==> config.mk <==
export PLATFORM = sky130hd
export DESIGN_NAME = evc_dual_counter
export DESIGN_NICKNAME = d
export VERILOG_FILES = /design/src/rtl/evc_pkg.sv /design/src/rtl/evc_edge_sync.sv /design/src/rtl/evc_counter.sv /design/src/rtl/evc_dual_counter.sv
export SDC_FILE = /design/constraint.sdc
export NUM_CORES = 1
export LEC_CHECK = 0
export BUFFER_PORTS_ARGS = -buffer_cell sky130_fd_sc_hd__buf_2
export CAP_MARGIN = 20
export CELL_PAD_IN_SITES_DETAIL_PLACEMENT = 1
export CELL_PAD_IN_SITES_GLOBAL_PLACEMENT = 1
export CORE_AREA = 3 3 76 78
export CTS_CLUSTER_DIAMETER = 40
export CTS_CLUSTER_SIZE = 25
export DETAILED_ROUTE_END_ITERATION = 10
export DIE_AREA = 0 0 79 81
export PLACE_DENSITY = 0.58
export SLEW_MARGIN = 5
export SYNTH_ARGS = -nofsm -noshare
export SYNTH_HDL_FRONTEND = slang
export SYNTH_SLANG_ARGS = --single-unit
==> constraint.sdc <==
create_clock -name clk -period 4.3 [get_ports clk]
set_input_delay 0.645 -clock clk [delete_from_list [all_inputs] [get_ports clk]]
set_output_delay 0.645 -clock clk [all_outputs]
set_load 0.01 [all_outputs]
==> src/rtl/evc_pkg.sv <==
package evc_pkg;
  localparam int unsigned NIB_W = 4;

  typedef enum logic {
    MODE_SEPARATE = 1'b0,
    MODE_PHASE    = 1'b1
  } evc_mode_e;
endpackage

==> src/rtl/evc_edge_sync.sv <==
module evc_edge_sync #(
  parameter int unsigned LANES = 2
) (
  input  logic             clk,
  input  logic             rst_n,
  input  logic [LANES-1:0] async_in,
  output logic [LANES-1:0] level,
  output logic [LANES-1:0] rise
);
  for (genvar i = 0; i < LANES; i++) begin : g_lane
    logic meta_q, sync_q, last_q;

    always_ff @(posedge clk or negedge rst_n) begin
      if (!rst_n) begin
        meta_q <= 1'b0;
        sync_q <= 1'b0;
        last_q <= 1'b0;
      end else begin
        meta_q <= async_in[i];
        sync_q <= meta_q;
        last_q <= sync_q;
      end
    end

    assign level[i] = sync_q;
    assign rise[i]  = sync_q & ~last_q;

    AST_EDGE_ONCE: assert property (@(posedge clk) disable iff (!rst_n)
      rise[i] |=> !rise[i]) else $error("edge held two cycles");
  end
endmodule

==> src/rtl/evc_counter.sv <==
module evc_counter #(
  parameter int unsigned WIDTH = 8
) (
  input  logic             clk,
  input  logic             rst_n,
  input  logic             clr,
  input  logic             inc,
  output logic [WIDTH-1:0] count
);
  always_ff @(posedge clk or negedge rst_n) begin
    if (!rst_n)   count <= '0;
    else if (clr) count <= '0;
    else if (inc) count <= count + 1'b1;
  end

  AST_CLEAR_WINS: assert property (@(posedge clk) disable iff (!rst_n)
    clr |=> count == '0) else $error("clear lost");

  AST_STEP_ONE: assert property (@(posedge clk) disable iff (!rst_n)
    (inc && !clr) |=> count == WIDTH'($past(count) + 1'b1)) else $error("bad step");

  AST_IDLE_HOLD: assert property (@(posedge clk) disable iff (!rst_n)
    (!inc && !clr) |=> $stable(count)) else $error("count drifted");
endmodule

==> src/rtl/evc_dual_counter.sv <==
module evc_dual_counter
  import evc_pkg::*;
#(
  parameter int unsigned ADDR_W    = 4,
  parameter logic [3:0]  OFS_C0_LO = 4'h8,
  parameter logic [3:0]  OFS_C0_HI = 4'h9,
  parameter logic [3:0]  OFS_C1_LO = 4'hA,
  parameter logic [3:0]  OFS_C1_HI = 4'hB,
  parameter logic [3:0]  OFS_CTRL  = 4'hC
) (
  input  logic              clk,
  input  logic              rst_n,
  input  logic [1:0]        event_in,
  input  logic [ADDR_W-1:0] addr,
  input  logic              wr_en,
  input  logic              rd_en,
  input  logic [NIB_W-1:0]  wdata,
  output logic [NIB_W-1:0]  rdata
);
  localparam int unsigned LANES = 2;
  localparam int unsigned CNT_W = 2 * NIB_W;

  logic [LANES-1:0] lvl, rise, inc, clr;
  logic [CNT_W-1:0] cnt [LANES];
  logic             run_q;
  evc_mode_e        mode_q;
  logic             ctrl_wr;

  evc_edge_sync #(.LANES(LANES)) u_sync (
    .clk(clk), .rst_n(rst_n), .async_in(event_in), .level(lvl), .rise(rise)
  );

  assign ctrl_wr = wr_en && (addr == ADDR_W'(OFS_CTRL));

  always_ff @(posedge clk or negedge rst_n) begin
    if (!rst_n) begin
      run_q  <= 1'b0;
      mode_q <= MODE_SEPARATE;
    end else if (ctrl_wr) begin
      run_q  <= wdata[2];
      mode_q <= evc_mode_e'(wdata[3]);
    end
  end

  for (genvar i = 0; i < LANES; i++) begin : g_cnt
    localparam int unsigned OTHER = LANES - 1 - i;

    assign clr[i] = ctrl_wr && wdata[i];

    always_comb begin
      if (!run_q)                    inc[i] = 1'b0;
      else if (mode_q == MODE_PHASE) inc[i] = rise[i] & ~lvl[OTHER];
      else                           inc[i] = rise[i];
    end

    evc_counter #(.WIDTH(CNT_W)) u_counter (
      .clk(clk), .rst_n(rst_n), .clr(clr[i]), .inc(inc[i]), .count(cnt[i])
    );
  end

  always_comb begin
    rdata = '0;
    if (rd_en) begin
      unique case (addr)
        ADDR_W'(OFS_C0_LO): rdata = cnt[0][NIB_W-1:0];
        ADDR_W'(OFS_C0_HI): rdata = cnt[0][CNT_W-1:NIB_W];
        ADDR_W'(OFS_C1_LO): rdata = cnt[1][NIB_W-1:0];
        ADDR_W'(OFS_C1_HI): rdata = cnt[1][CNT_W-1:NIB_W];
        ADDR_W'(OFS_CTRL):  rdata = {mode_q, run_q, 2'b00};
        default:            rdata = '0;
      endcase
    end
  end

  AST_STOPPED_FROZEN: assert property (@(posedge clk) disable iff (!rst_n)
    (!run_q && !ctrl_wr) |=> ($stable(cnt[0]) && $stable(cnt[1])))
    else $error("counter moved while stopped");

  AST_PHASE_EXCLUSIVE: assert property (@(posedge clk) disable iff (!rst_n)
    (mode_q == MODE_PHASE) |-> $onehot0(inc))
    else $error("both phases stepped");

  AST_DATA_RO: assert property (@(posedge clk) disable iff (!rst_n)
    (wr_en && !ctrl_wr && !(|rise)) |=> ($stable(cnt[0]) && $stable(cnt[1])))
    else $error("data write changed a counter");
endmodule

==> flow_summary.ini <==
[clock_tree]
cts_htree_levels = 1
cts-root-buf = clkbuf_8
cts_resized = 0
ctsHoldBuffers = 0
cts.clk_slew.worst_paths_ns = 0.09
clk_latency_ns = 0.27
numCtsBuffers = 3
cts.sinks = 24
clockBufferDepth = 2
post_cts_buffers = 0
cts_tree = built

[floorplan]
num_rows = 26
initial_utilization = 0.249
fp.dieH_um = 81
io_pins = 18
die_area_um2 = 6400
die_x_um = 79
core-area_um2 = 5140

[synthesis]
synthCells = 128
synth.area.top_cells = dfrtp_1 47%, mux2i_1 6.3%, xnor2_1 6.2%, nor2_1 5.3%, xor2_1 2.7%
synth_cell_types = 34
yosysWarnings = 0
async_reset_ff_frac = 1.00
ys.flop_type = dfrtp_1
synth_edf_count = 0
ys_ff_latch = 24
synthesis.nets = 144
yosys.area.top_type = dfrtp_1
synth_area_um2 = 1280
yosys.area.top_type_share = 0.470
avgSynthCellArea_um2 = 9.98
ys_seq_area_frac = 0.470

[finish]
drive_gt1_frac = 0.181
fillCellCount = 614
n_antenna_cell = 0
fin_nets = 161
syn2layout_area_growth_pct = 17.6

[pwr]
p_per_area_nw_per_um2 = 542
totalPowerFinal_mw = 0.815
leakage_nw = 0.648
ir_drop_uv = 142

[drt]
first_pass_iters = 4
ant_nets = 0
vias = 1003
routed_wl_um = 3220
drc_errors = 0
wl_per_cell_um = 15.0
drt_iter0_markers = 77
viasPerCell = 4.69

[sta]
layout_min_cycle_time_ns = 2.38
slew_viol_final = 0
clock_skew_ns = 0.00527
setup_tns_ns = 0
rsz0062_at_grt = no
fmax_mhz = 420
worst_pin_slew_ns = 0.551
setup_viol = 0
max-slew-margin-rel = 0.633
finalCritPeriodShare = 0.554
report.final.hold_viol_count = 0

[global_routing]
grt_use_total = 0.109
antenna_found_initial = 0
gr-total-overflow = 0
grt_pass1_wl_um = 5360
grt_max_degree = 25
grt_pass1_vias = 1034

[min_path]
hp-class = input port to async pin

[place]
hpwl_um = 2530
gp_congestion = 0.816
io_buffers = 17

[critical_path]
start_kind = input port
crit_arrival_ns = 1.74
end_kind = output port
crit_type = input port to output port
cp.required_ns = 3.65
crit_path_max_fanout = 6

[run]
max-cap-violations = 0

[status]
status = complete, no violations
registers in the layout (all words and copies together) (netlist names):
register / flops
u_sync.g_lane.sync_q: 2
run_q: 1
u_sync.g_lane.meta_q: 2
u_sync.g_lane.last_q: 2
g_cnt.u_counter.count: 16
mode_q: 1
layout make-up:
| type | count | area (µm²) | area share |
|---|---|---|---|
| Sequential cell | 24 | 601 | 0.400 |
| Clock buffer | 3 | 41.3 | 0.0275 |
| Inverter | 1 | 3.75 | 0.00250 |
| Tap cell | 70 | 87.6 | 0.0583 |
| Timing Repair Buffer | 17 | 85.1 | 0.0566 |
| Multi-Input combinational cell | 98 | 654 | 0.435 |
| Clock inverter | 1 | 30.0 | 0.0200 |
worst max-delay path, cell delays in order:
cell and delay, ns:
buf_2 0.13, nand2b_1 0.20, or3b_2 0.46, a21oi_1 0.15, buf_2 0.16
path summary, 6_finish.rpt:
kind	from	to	slack, ns	depth (start not counted)
setup / recovery	addr[2]	rdata[3]	1.92	5
hold / removal	rst_n	g_cnt[0].u_counter.count[7]	0.35	1
max in group asynchronous	rst_n	u_sync.g_lane[1].last_q	3.58	1
min in group clk	u_sync.g_lane[0].meta_q	u_sync.g_lane[0].sync_q	0.36	0
hold reg to reg	u_sync.g_lane[0].meta_q	u_sync.g_lane[0].sync_q	0.36	0
setup reg to reg	run_q	g_cnt[1].u_counter.count[7]	2.48	4
cell usage in the layout (no fill, tap or decap), drive strengths merged, types with 2 or more instances in the layout:
cell type,instances
ha,2
o21ai,3
xnor2,9
buf,17
a21oi,5
xor2,4
nor3b,2
mux2,2
nand2b,2
nor4,2
nor3,4
and3,3
dfrtp,24
clkbuf,3
nand3,6
mux2i,8
nor2,18
o22a,2
nand2,9
nand3b,4
cells in the mapped netlist, types with 2 or more instances:
cell type	instances
dfrtp_1	24
nor2_1	18
nand2_1	9
xnor2_1	9
mux2i_1	8
nand3_1	6
a21oi_1	5
clkbuf_1	5
nor3_1	4
xor2_1	4
and3_1	3
nand3b_1	3
o21ai_0	3
ha_1	2
mux2_2	2
nand2b_1	2
nor3b_1	2
nor4_1	2
o22a_1	2
power breakdown:
part / switching (mW) / internal (mW) / leakage (nW)
Combinational: 0.0970 / 0.104 / 0.325
Sequential: 0.107 / 0.306 / 0.288
Clock: 0.0772 / 0.124 / 0.0357
stage by stage:
stage	instance area, µm²	std cells	hold slack, ns	utilization	setup WS (ns)
after floorplan	1280	128	0.331	-	1.99
after global placement	1430	210	0.336	0.278	1.99
after detailed placement	1430	210	0.339	0.278	1.92
after CTS	1500	214	0.362	0.292	1.92
after global routing	1500	214	0.379	0.292	1.81
final	1500	214	0.350	0.292	1.92
layer usage:
metal	vias up	routed length, µm	GRT usage
met1	500	1600	0.152
met5	-	0	0
met4	0	23	0.0361
li1	482	-	-
met3	2	135	0.0222
met2	19	1460	0.168
logic make-up after synthesis:
| family | Yosys count | share of synthesized area |
|---|---|---|
| and+or+nand+nor | 59 | 0.255 |
| DFF | 24 | 0.470 |
| buffers and inverters | 6 | 0.0176 |
| adders and majority gates | 2 | 0.0196 |
| muxes | 10 | 0.0803 |
| AOI/OAI and AO/OA | 14 | 0.0686 |
| xor gates and xnor gates | 13 | 0.0891 |
(Power assumes the default switching activity.)
